### src/rtl/stack_eval.sv
module stack_eval #(
  parameter int DATA_W = 16,
  parameter int DEPTH  = 8
) (
  input  logic              clk,
  input  logic              rst_n,
  input  logic              cmd_valid,
  output logic              cmd_ready,
  input  logic [1:0]        cmd_op,
  input  logic [DATA_W-1:0] cmd_data,
  output logic              done,
  output logic              err,
  output logic [DATA_W-1:0] pop_data,
  output logic [DATA_W-1:0] top_word,
  output logic              full,
  output logic              empty
);
  localparam int PTR_W = $clog2(DEPTH + 1);
  localparam int IDX_W = (DEPTH > 1) ? $clog2(DEPTH) : 1;
  localparam logic [PTR_W-1:0] SP_BASE = PTR_W'(DEPTH);
  localparam logic [1:0] OP_PUSH = 2'b00, OP_POP = 2'b01, OP_SUM = 2'b10, OP_PROD = 2'b11;

  logic [DATA_W-1:0]   stk [DEPTH];
  logic [PTR_W-1:0]    sp;
  logic [PTR_W-1:0]    sp_dn, sp_up, used;
  logic [IDX_W-1:0]    top_i, below_i, push_i;
  logic [DATA_W-1:0]   opa, opb, result;
  logic [2*DATA_W-1:0] prod;
  logic                accept, is_op, refuse, go;

  assign accept  = cmd_valid & cmd_ready;
  assign is_op   = cmd_op[1];
  assign sp_dn   = sp - 1'b1;
  assign sp_up   = sp + 1'b1;
  assign used    = SP_BASE - sp;
  assign top_i   = IDX_W'(sp);
  assign below_i = IDX_W'(sp_up);
  assign push_i  = IDX_W'(sp_dn);
  assign opa     = stk[top_i];
  assign opb     = stk[below_i];
  assign prod    = opa * opb;
  assign result  = (cmd_op == OP_PROD) ? prod[DATA_W-1:0] : opa + opb;
  assign top_word = empty ? '0 : opa;

  assign refuse = accept & (((cmd_op == OP_PUSH) & full) |
                            ((cmd_op == OP_POP) & empty) |
                            (is_op & (used < PTR_W'(2))));
  assign go = accept & ~refuse;

  always_ff @(posedge clk) begin
    if (go && cmd_op == OP_PUSH) stk[push_i] <= cmd_data;
    else if (go && is_op)        stk[below_i] <= result;
  end

  always_ff @(posedge clk) begin
    if (!rst_n) begin
      sp        <= SP_BASE;
      full      <= 1'b0;
      empty     <= 1'b1;
      done      <= 1'b0;
      err       <= 1'b0;
      pop_data  <= '0;
      cmd_ready <= 1'b0;
    end else begin
      cmd_ready <= 1'b1;
      done      <= go;
      err       <= refuse;
      if (go) begin
        if (cmd_op == OP_PUSH) begin
          sp    <= sp_dn;
          full  <= (sp_dn == '0);
          empty <= 1'b0;
        end else begin
          if (cmd_op == OP_POP) pop_data <= opa;
          sp    <= sp_up;
          empty <= (sp_up == SP_BASE);
          full  <= 1'b0;
        end
      end
    end
  end

  assert_flags_apart_R4: assert property (@(posedge clk) disable iff (!rst_n)
    !(full && empty));

  assert_push_moves_down_R2: assert property (@(posedge clk) disable iff (!rst_n)
    accept && cmd_op == OP_PUSH && !full |=> done && sp == $past(sp) - 1'b1 && top_word == $past(cmd_data));

  assert_pop_returns_top_R3: assert property (@(posedge clk) disable iff (!rst_n)
    accept && cmd_op == OP_POP && !empty |=> done && pop_data == $past(top_word));

  assert_full_refused_R8: assert property (@(posedge clk) disable iff (!rst_n)
    accept && cmd_op == OP_PUSH && full |=> err && !done && $stable(sp) && full);

  assert_underrun_holds_R9: assert property (@(posedge clk) disable iff (!rst_n)
    refuse |=> err && $stable(sp) && $stable(top_word));

  assert_sum_result_R6: assert property (@(posedge clk) disable iff (!rst_n)
    go && cmd_op == OP_SUM |=> top_word == $past(opa + opb));

  assert_prod_trunc_R7: assert property (@(posedge clk) disable iff (!rst_n)
    go && cmd_op == OP_PROD |=> top_word == $past(prod[DATA_W-1:0]));

  assert_pulses_apart_R1: assert property (@(posedge clk) disable iff (!rst_n)
    $onehot0({done, err}));
endmodule

### config.mk
export PLATFORM = sky130hd
export DESIGN_NAME = stack_eval
export DESIGN_NICKNAME = d
export VERILOG_FILES = /design/src/rtl/stack_eval.sv
export SDC_FILE = /design/constraint.sdc
export NUM_CORES = 1
export LEC_CHECK = 0
export ABC_AREA = 1
export BUFFER_PORTS_ARGS = -buffer_cell sky130_fd_sc_hd__buf_2
export CORE_MARGIN = 3
export CORE_UTILIZATION = 35
export DETAILED_ROUTE_END_ITERATION = 8
export GPL_ROUTABILITY_DRIVEN = 1
export PLACE_DENSITY = 0.49
export SETUP_SLACK_MARGIN = 0.2
export SYNTH_ARGS = -nofsm -noshare
export SYNTH_HDL_FRONTEND = slang
export SYNTH_SLANG_ARGS = --single-unit
### constraint.sdc
create_clock -name clk -period 6.7 [get_ports clk]
set_clock_uncertainty 0.2 [all_clocks]
set_input_delay 0.67 -clock clk [delete_from_list [all_inputs] [get_ports clk]]
set_output_delay 0.67 -clock clk [all_outputs]
set_load 0.1 [all_outputs]
==> results of run 1 <==
how the worst max path moves through the flow:
stage	end	slack, ns	cells past startpoint
final	stk[2][15]$_DFFE_PP_	0.04	32
after detailed placement	stk[0][15]$_DFFE_PP_	-0.32	33
after global routing	stk[2][15]$_DFFE_PP_	-0.21	34
after floorplan	stk[0][14]$_DFFE_PP_	0.22	32
after global placement	stk[0][15]$_DFFE_PP_	-0.34	32
after CTS	stk[2][15]$_DFFE_PP_	0.02	32
per-stage QoR:
stage	setup WS, ns	util	setup TNS, ns	instance area (sq um)
2_1_floorplan	0.220	-	0	12800
3_3_place_gp	-0.343	0.410	-5.84	14700
3_5_place_dp	-0.321	0.410	-6.25	14700
4_1_cts	0.0174	0.444	0	15900
5_1_grt	-0.212	0.450	-5.31	16100
6_report	0.0369	0.450	0	16100
final cells by class:
| type | instances | area [sq um] | share of cell area |
|---|---|---|---|
| Clock buffer | 18 | 429 | 0.0267 |
| Clock inverter | 14 | 111 | 0.00693 |
| Inverter | 303 | 1160 | 0.0724 |
| Multi-Input combinational cell | 1115 | 7420 | 0.462 |
| Sequential cell | 156 | 4410 | 0.274 |
| Tap cell | 461 | 577 | 0.0359 |
| Timing Repair Buffer | 241 | 1960 | 0.122 |
critical path, delay by kind of cell (launching register included):
family / cells / cell delay [ns]
AOI/OAI and AO/OA: 3 / 0.51
adders and majority gates: 8 / 3.74
and+or+nand+nor: 10 / 0.66
buffers and inverters: 11 / 1.00
DFF: 1 / 0.34
sequential cells by signal, summed over array words and instances, names as in the netlist, named ones only:
register and count:
stk 128, pop_data 16, sp 4, cmd_ready 1, done 1, empty 1
err 1, full 1
layout by cell type, fill, tap and decap left out, types with 4 or more instances in the layout:
master       n
ha_1        56
xnor2_2      4
ha_4         9
clkbuf_16   17
buf_12      15
nand2_4      6
fa_2         8
o21ai_0    101
a21oi_1     89
xnor2_1      4
nor2_2      16
o21ai_2      5
a31oi_1      5
dfxtp_1     25
o211ai_1    39
fa_1        72
buf_2       57
nor3_1       4
nand3b_1     5
o21ai_4      6
nor2_4       5
clkinv_4     4
inv_6        5
edfxtp_1   128
o21ai_1     13
buf_4      151
inv_1      270
inv_2       24
nand2_1    425
a21oi_2      6
nand3_2      4
nand2_2     23
nor2_1      92
o21a_1       4
ha_2         5
buf_6       15
nand3_1     78
inv_4        5
synthesized netlist by cell type, types with 2 or more instances:
cell	n	area share
a21o_1	2	0.0012
a21oi_1	97	0.038
a2bb2oi_1	3	0.0021
a31oi_1	5	0.0025
buf_1	3	0.00088
buf_2	34	0.013
buf_4	5	0.0029
buf_6	2	0.0018
clkbuf_1	18	0.0053
clkinv_1	4	0.0012
dfxtp_1	28	0.044
edfxtp_1	128	0.30
fa_1	80	0.13
ha_1	70	0.069
inv_1	293	0.086
inv_2	6	0.0018
nand2_1	448	0.13
nand2_2	6	0.0029
nand3_1	82	0.032
nand3b_1	5	0.0029
nor2_1	111	0.033
nor3_1	5	0.0020
o211ai_1	39	0.023
o21a_1	8	0.0047
o21ai_0	111	0.044
o21ai_1	7	0.0027
o21ai_2	5	0.0034
o21ai_4	2	0.0025
o22ai_1	2	0.00098
o31ai_1	3	0.0018
or2_2	3	0.0015
xnor2_1	7	0.0048
xor2_1	4	0.0027
per-layer routing:
metal  track usage  share of wire
met3        0.0292          0.059
met5             0              0
met1         0.344           0.49
met2         0.366           0.44
met4        0.0502          0.016
cells by family (layout without fill, tap and decap cells):
logic type	count (synthesis)	after routing	synth area share
compound gates	288	288	0.129
xor+xnor	12	12	0.00883
fa+ha+maj	150	150	0.194
buf+inv	366	576	0.114
flops	156	156	0.345
simple gates	665	665	0.209
timing repair:
| item | in CTS | in global routing |
|---|---|---|
| gates cloned | 2 | 0 |
| pin swaps | 41 | 34 |
| gates resized for setup | 109 | 53 |
| setup buffers | 25 | 3 |
| endpoints found under the setup margin | 64 | 72 |
| hold buffers | 0 | 0 |
==> metrics.cfg, run 1 <==
[outcome]
outcome=completed

[floorplan]
chipHeight_um=197
core_area_sq_mm=0.0357
initial_utilization=0.357
fp.dieW_um=197
pin_count=58
design.die.area_sq_mm=0.0388
rows=69

[setup_path]
cpPeakStageDelay_ns=0.61
worstPathRequired_ns=6.76
slowest_stage=fa_1
path_class=register to register
endpoint_kind=register
reg2reg_from=sp[0]$_SDFFE_PN0P_
r2r_end=stk[2][15]$_DFFE_PP_
cp_common_cell=inv_2
regToRegSetupSlack_ns=0.04
reg2reg_depth=32
cp_max_fo=8
arrival_ns=6.73
worstSetupStartpointType=register
critPathLaunch=sp[0]$_SDFFE_PN0P_

[synthesis]
synth.distinct_cells=44
netlist_area_sq_mm=0.0128
seq_area_frac_synth=0.345
ys.flop_type=edfxtp_1
ys_seq_elements=156
synthArstFlopShare=0
yosysWarnings=0
synth_cells=1637
syn-num-nets=1808
synth.avg_cell_area_sq_um=7.79
synth_edf_count=128

[job]
drv_cap=0

[placement]
dp_hpwl_um=32800
routabilityCongestion=0.949
dp.cells=2246
port_buffers=57

[clock_network]
cts_buffers=17
h-tree-depth=4
clockBufferDepth=2
clk_latency_ns=0.44
cts.clk_slew.worst_paths_ns=0.07
clock_sinks=156
cts_root_buffer=clkbuf_16
cts_tree=done

[timing]
slew_violations=0
relSlewSlack=0.328
setup_viol=0
rsz0062_at_grt=yes
whs_ns=0.271
hold_viol_final=0
max_slew.worst_pin.slew_ns=1.01
finalCriticalPeriod_ns=6.66
clock.fmax_mhz=150
period_share=0.994

[global_route]
grt_max_degree=45
first_global_vias=11400
antenna_found_initial=0
track_usage=0.232
grt_pass1_wl_um=68100
grt.overflow.total=0

[layout]
drive_above_1_share=0.226
areaGrowthSynthToFinish_pct=26.0
nets=2005
fill_cells=3585
final_cells=2308
diodes=0

[hold_path]
hold_end=pop_data[9]$_SDFFE_PN0P_
hold_class=register to register
whs_path_depth=2
min-delay-start=pop_data[9]$_SDFFE_PN0P_

[routing]
wirelength_um=44100
wl_per_cell_um=19.1
num_vias=11600
viasPerCell=5.03
drt_iter0_markers=982
drtAntennaViolNets=0
drcViolationCount=0
drtPass1Iterations=5

Power of run 1 is left out: the tool's default activity adds up to more than one toggle a clock period on the data nets, which glitch-free logic cannot reach.
==> run 2: changes to the inputs <==
ABC_AREA = not set   (was 1)
CORE_UTILIZATION = 25   (was 35)
PLACE_DENSITY = 0.38   (was 0.49)
==> run 2 against run 1 <==
Compared with the run above:
- the run now ends with setup timing left
- via count decreased by 26%
- worst hold slack got worse by 0.0052 ns
- highest routed layer unchanged
- die area increased by 30%
- final cell count decreased by 18%
==> metrics.cfg, run 2 <==
[routing]
viasPerCell=4.54  ; was 5.03
wirelength_um=39100  ; was 44100 um
drtPass1Iterations=5  ; unchanged
wl_per_cell_um=20.7  ; was 19.1 um
drt_iter0_markers=421  ; was 982
drtAntennaViolNets=0  ; unchanged
num_vias=8587  ; was 11600
drcViolationCount=0  ; unchanged

[synthesis]
syn-num-nets=1195  ; was 1808
seq_area_frac_synth=0.368  ; was 0.345
ys.flop_type=edfxtp_1  ; unchanged
synth_cells=1024  ; was 1637
synth.avg_cell_area_sq_um=11.7  ; was 7.79 sq um
synth_edf_count=128  ; unchanged
netlist_area_sq_mm=0.0120  ; was 0.0128 sq mm
ys_seq_elements=156  ; unchanged
synth_top_area_share=0.321  ; was 0.301
synth_most_common_cell=inv_1  ; was nand2_1
netlist_top_cells_area=edfxtp_1, fa_1, mux4_2, ha_1, dfxtp_1  ; was edfxtp_1, nand2_1, fa_1, inv_1, ha_1
synth_area_leader_cell=edfxtp_1  ; unchanged
yosysWarnings=0  ; unchanged
synth.distinct_cells=62  ; was 44
synth_common_cells=inv_1, edfxtp_1, nor2_1  ; was nand2_1, inv_1, edfxtp_1
synthArstFlopShare=0  ; unchanged

[clock_network]
ctsHoldBuffers=0  ; unchanged
clk_latency_ns=0.44  ; about the same
cts.clk_slew.worst_paths_ns=0.06  ; was 0.07 ns
cts_tree=done  ; unchanged
h-tree-depth=4  ; unchanged
clock_sinks=156  ; unchanged
cts_buffers=17  ; unchanged
clockBufferDepth=2  ; unchanged
cts_root_buffer=clkbuf_16  ; unchanged

[global_route]
first_global_vias=9106  ; was 11400
antenna_found_initial=0  ; unchanged
grt_pass1_wl_um=58800  ; was 68100 um
track_usage=0.159  ; was 0.232
grt.overflow.total=0  ; unchanged
grt_max_degree=33  ; was 45

[layout]
nets=1444  ; was 2005
final_cell_mix=buf_4, edfxtp_1, inv_1  ; was nand2_1, inv_1, buf_4
diodes=0  ; unchanged
utilization=0.338  ; was 0.450
final_common_cell=buf_4  ; was nand2_1
drive_above_1_share=0.383  ; was 0.226
areaGrowthSynthToFinish_pct=32.6  ; was 26.0%
fin_area_sq_mm=0.0159  ; was 0.0161 sq mm
largest_register_ffs=128  ; unchanged
largestRegisters=stk (128), pop_data (16), sp (4)  ; unchanged
largest-register=stk  ; unchanged

[setup_path]
slowest_stage=fa_1  ; unchanged
worstPathRequired_ns=6.73  ; was 6.76 ns
critPathLaunch=sp[0]$_SDFFE_PN0P_  ; unchanged
endpoint_kind=register  ; unchanged
cpPeakStageDelay_ns=0.59  ; was 0.61 ns
path_class=register to register  ; unchanged
cp_max_fo=8  ; unchanged
cp_common_cell=fa_1  ; was inv_2
arrival_ns=7.10  ; was 6.73 ns
worstSetupStartpointType=register  ; unchanged
reg2reg_from=sp[0]$_SDFFE_PN0P_  ; unchanged

[placement]
port_buffers=57  ; unchanged
routabilityCongestion=0.821  ; was 0.949
place_area_sq_mm=0.0146  ; was 0.0147 sq mm
dp_hpwl_um=30700  ; was 32800 um

[floorplan]
design.die.area_sq_mm=0.0505  ; was 0.0388 sq mm
core_area_sq_mm=0.0470  ; was 0.0357 sq mm
fp.dieW_um=225  ; was 197 um
rows=79  ; was 69
pin_count=58  ; unchanged
chipHeight_um=225  ; was 197 um
initial_utilization=0.255  ; was 0.357

[timing]
hold_viol_final=0  ; unchanged
slew_violations=0  ; unchanged
max_slew.worst_pin.slew_ns=1.27  ; was 1.01 ns
rsz0062_at_grt=yes  ; unchanged
relSlewSlack=0.144  ; was 0.328
setup_viol=24  ; was 0
period_share=1.05  ; was 0.994
clock.fmax_mhz=141  ; was 150 MHz
finalCriticalPeriod_ns=7.07  ; was 6.66 ns
worst_slack_ns=-0.368  ; was 0.0369 ns

[job]
drv_cap=0  ; unchanged

[hold_path]
min-delay-start=cmd_ready$_DFF_P_  ; was pop_data[9]$_SDFFE_PN0P_
hold_class=register to register  ; unchanged

[outcome]
outcome=complete, but fails checks  ; was completed
violations=setup timing

run 2: cell type report:
| type | instances | area [sq um] |
|---|---|---|
| Timing Repair Buffer | 269 | 2150 |
| Clock inverter | 13 | 175 |
| Fill cell | 4682 | 31100 |
| Clock buffer | 18 | 429 |
| Tap cell | 607 | 759 |
| Inverter | 153 | 594 |
| Multi-Input combinational cell | 676 | 7350 |
| Sequential cell | 156 | 4410 |
run 2: stage by stage:
step                setup slack [ns]  setup TNS (ns)  std cells  hold slack [ns]
finish                        -0.368           -6.15       1892            0.265
global route                  -0.642          -13.71       1892            0.297
CTS                           -0.373           -6.59       1889            0.269
detailed placement            -0.604          -17.79       1837            0.261
global placement              -0.584          -16.83       1837            0.256
floorplan                     -0.383           -6.45       1024            0.324
run 2: per-layer routing:
metal	up-vias	part of all wire	GRT usage
met2	127	0.49	0.272
li1	4029	-	-
met3	38	0.027	0.0184
met5	-	0	0
met1	4393	0.45	0.215
met4	0	0.025	0.0410
run 2: kinds of logic (layout without fill, tap and decap cells):
family	count (synthesis)	count (layout)	synth area share
XOR/XNOR	52	52	0.0427
AO/OA/AOI/OAI	107	107	0.0608
flip-flops	156	156	0.368
buffers and inverters	192	453	0.0681
multiplexers	98	98	0.160
adder cells (fa/ha/maj)	150	150	0.207
AND/OR/NAND/NOR	269	269	0.0938
run 2: timing repair:
action                     CTS  global route
pin swaps                   38            22
gates cloned                 0             0
setup endpoints to repair   64            64
gates resized for setup     78            37
buffers inserted            21             3
run 2: path summary, 6_finish.rpt:
kind / slack (ns) / endpoint / cells after the start
setup / recovery: -0.37 / stk[3][15]$_DFFE_PP_ / 28
hold reg to reg: 0.27 / err$_SDFF_PN0_ / 2
hold / removal: 0.27 / err$_SDFF_PN0_ / 2
setup reg to reg: -0.37 / stk[3][15]$_DFFE_PP_ / 28
run 2: worst max-delay path, delay by kind of cell, from the launching register on:
kind                       cells  cell delay (ns)
buffers and inverters         10             1.21
adders and majority gates      8             3.50
AOI/OAI and AO/OA              4             0.85
DFF                            1             0.39
and+or+nand+nor                3             0.17
xor gates and xnor gates       1             0.10
muxes                          2             0.46
Power of run 2 is left out for the same reason.
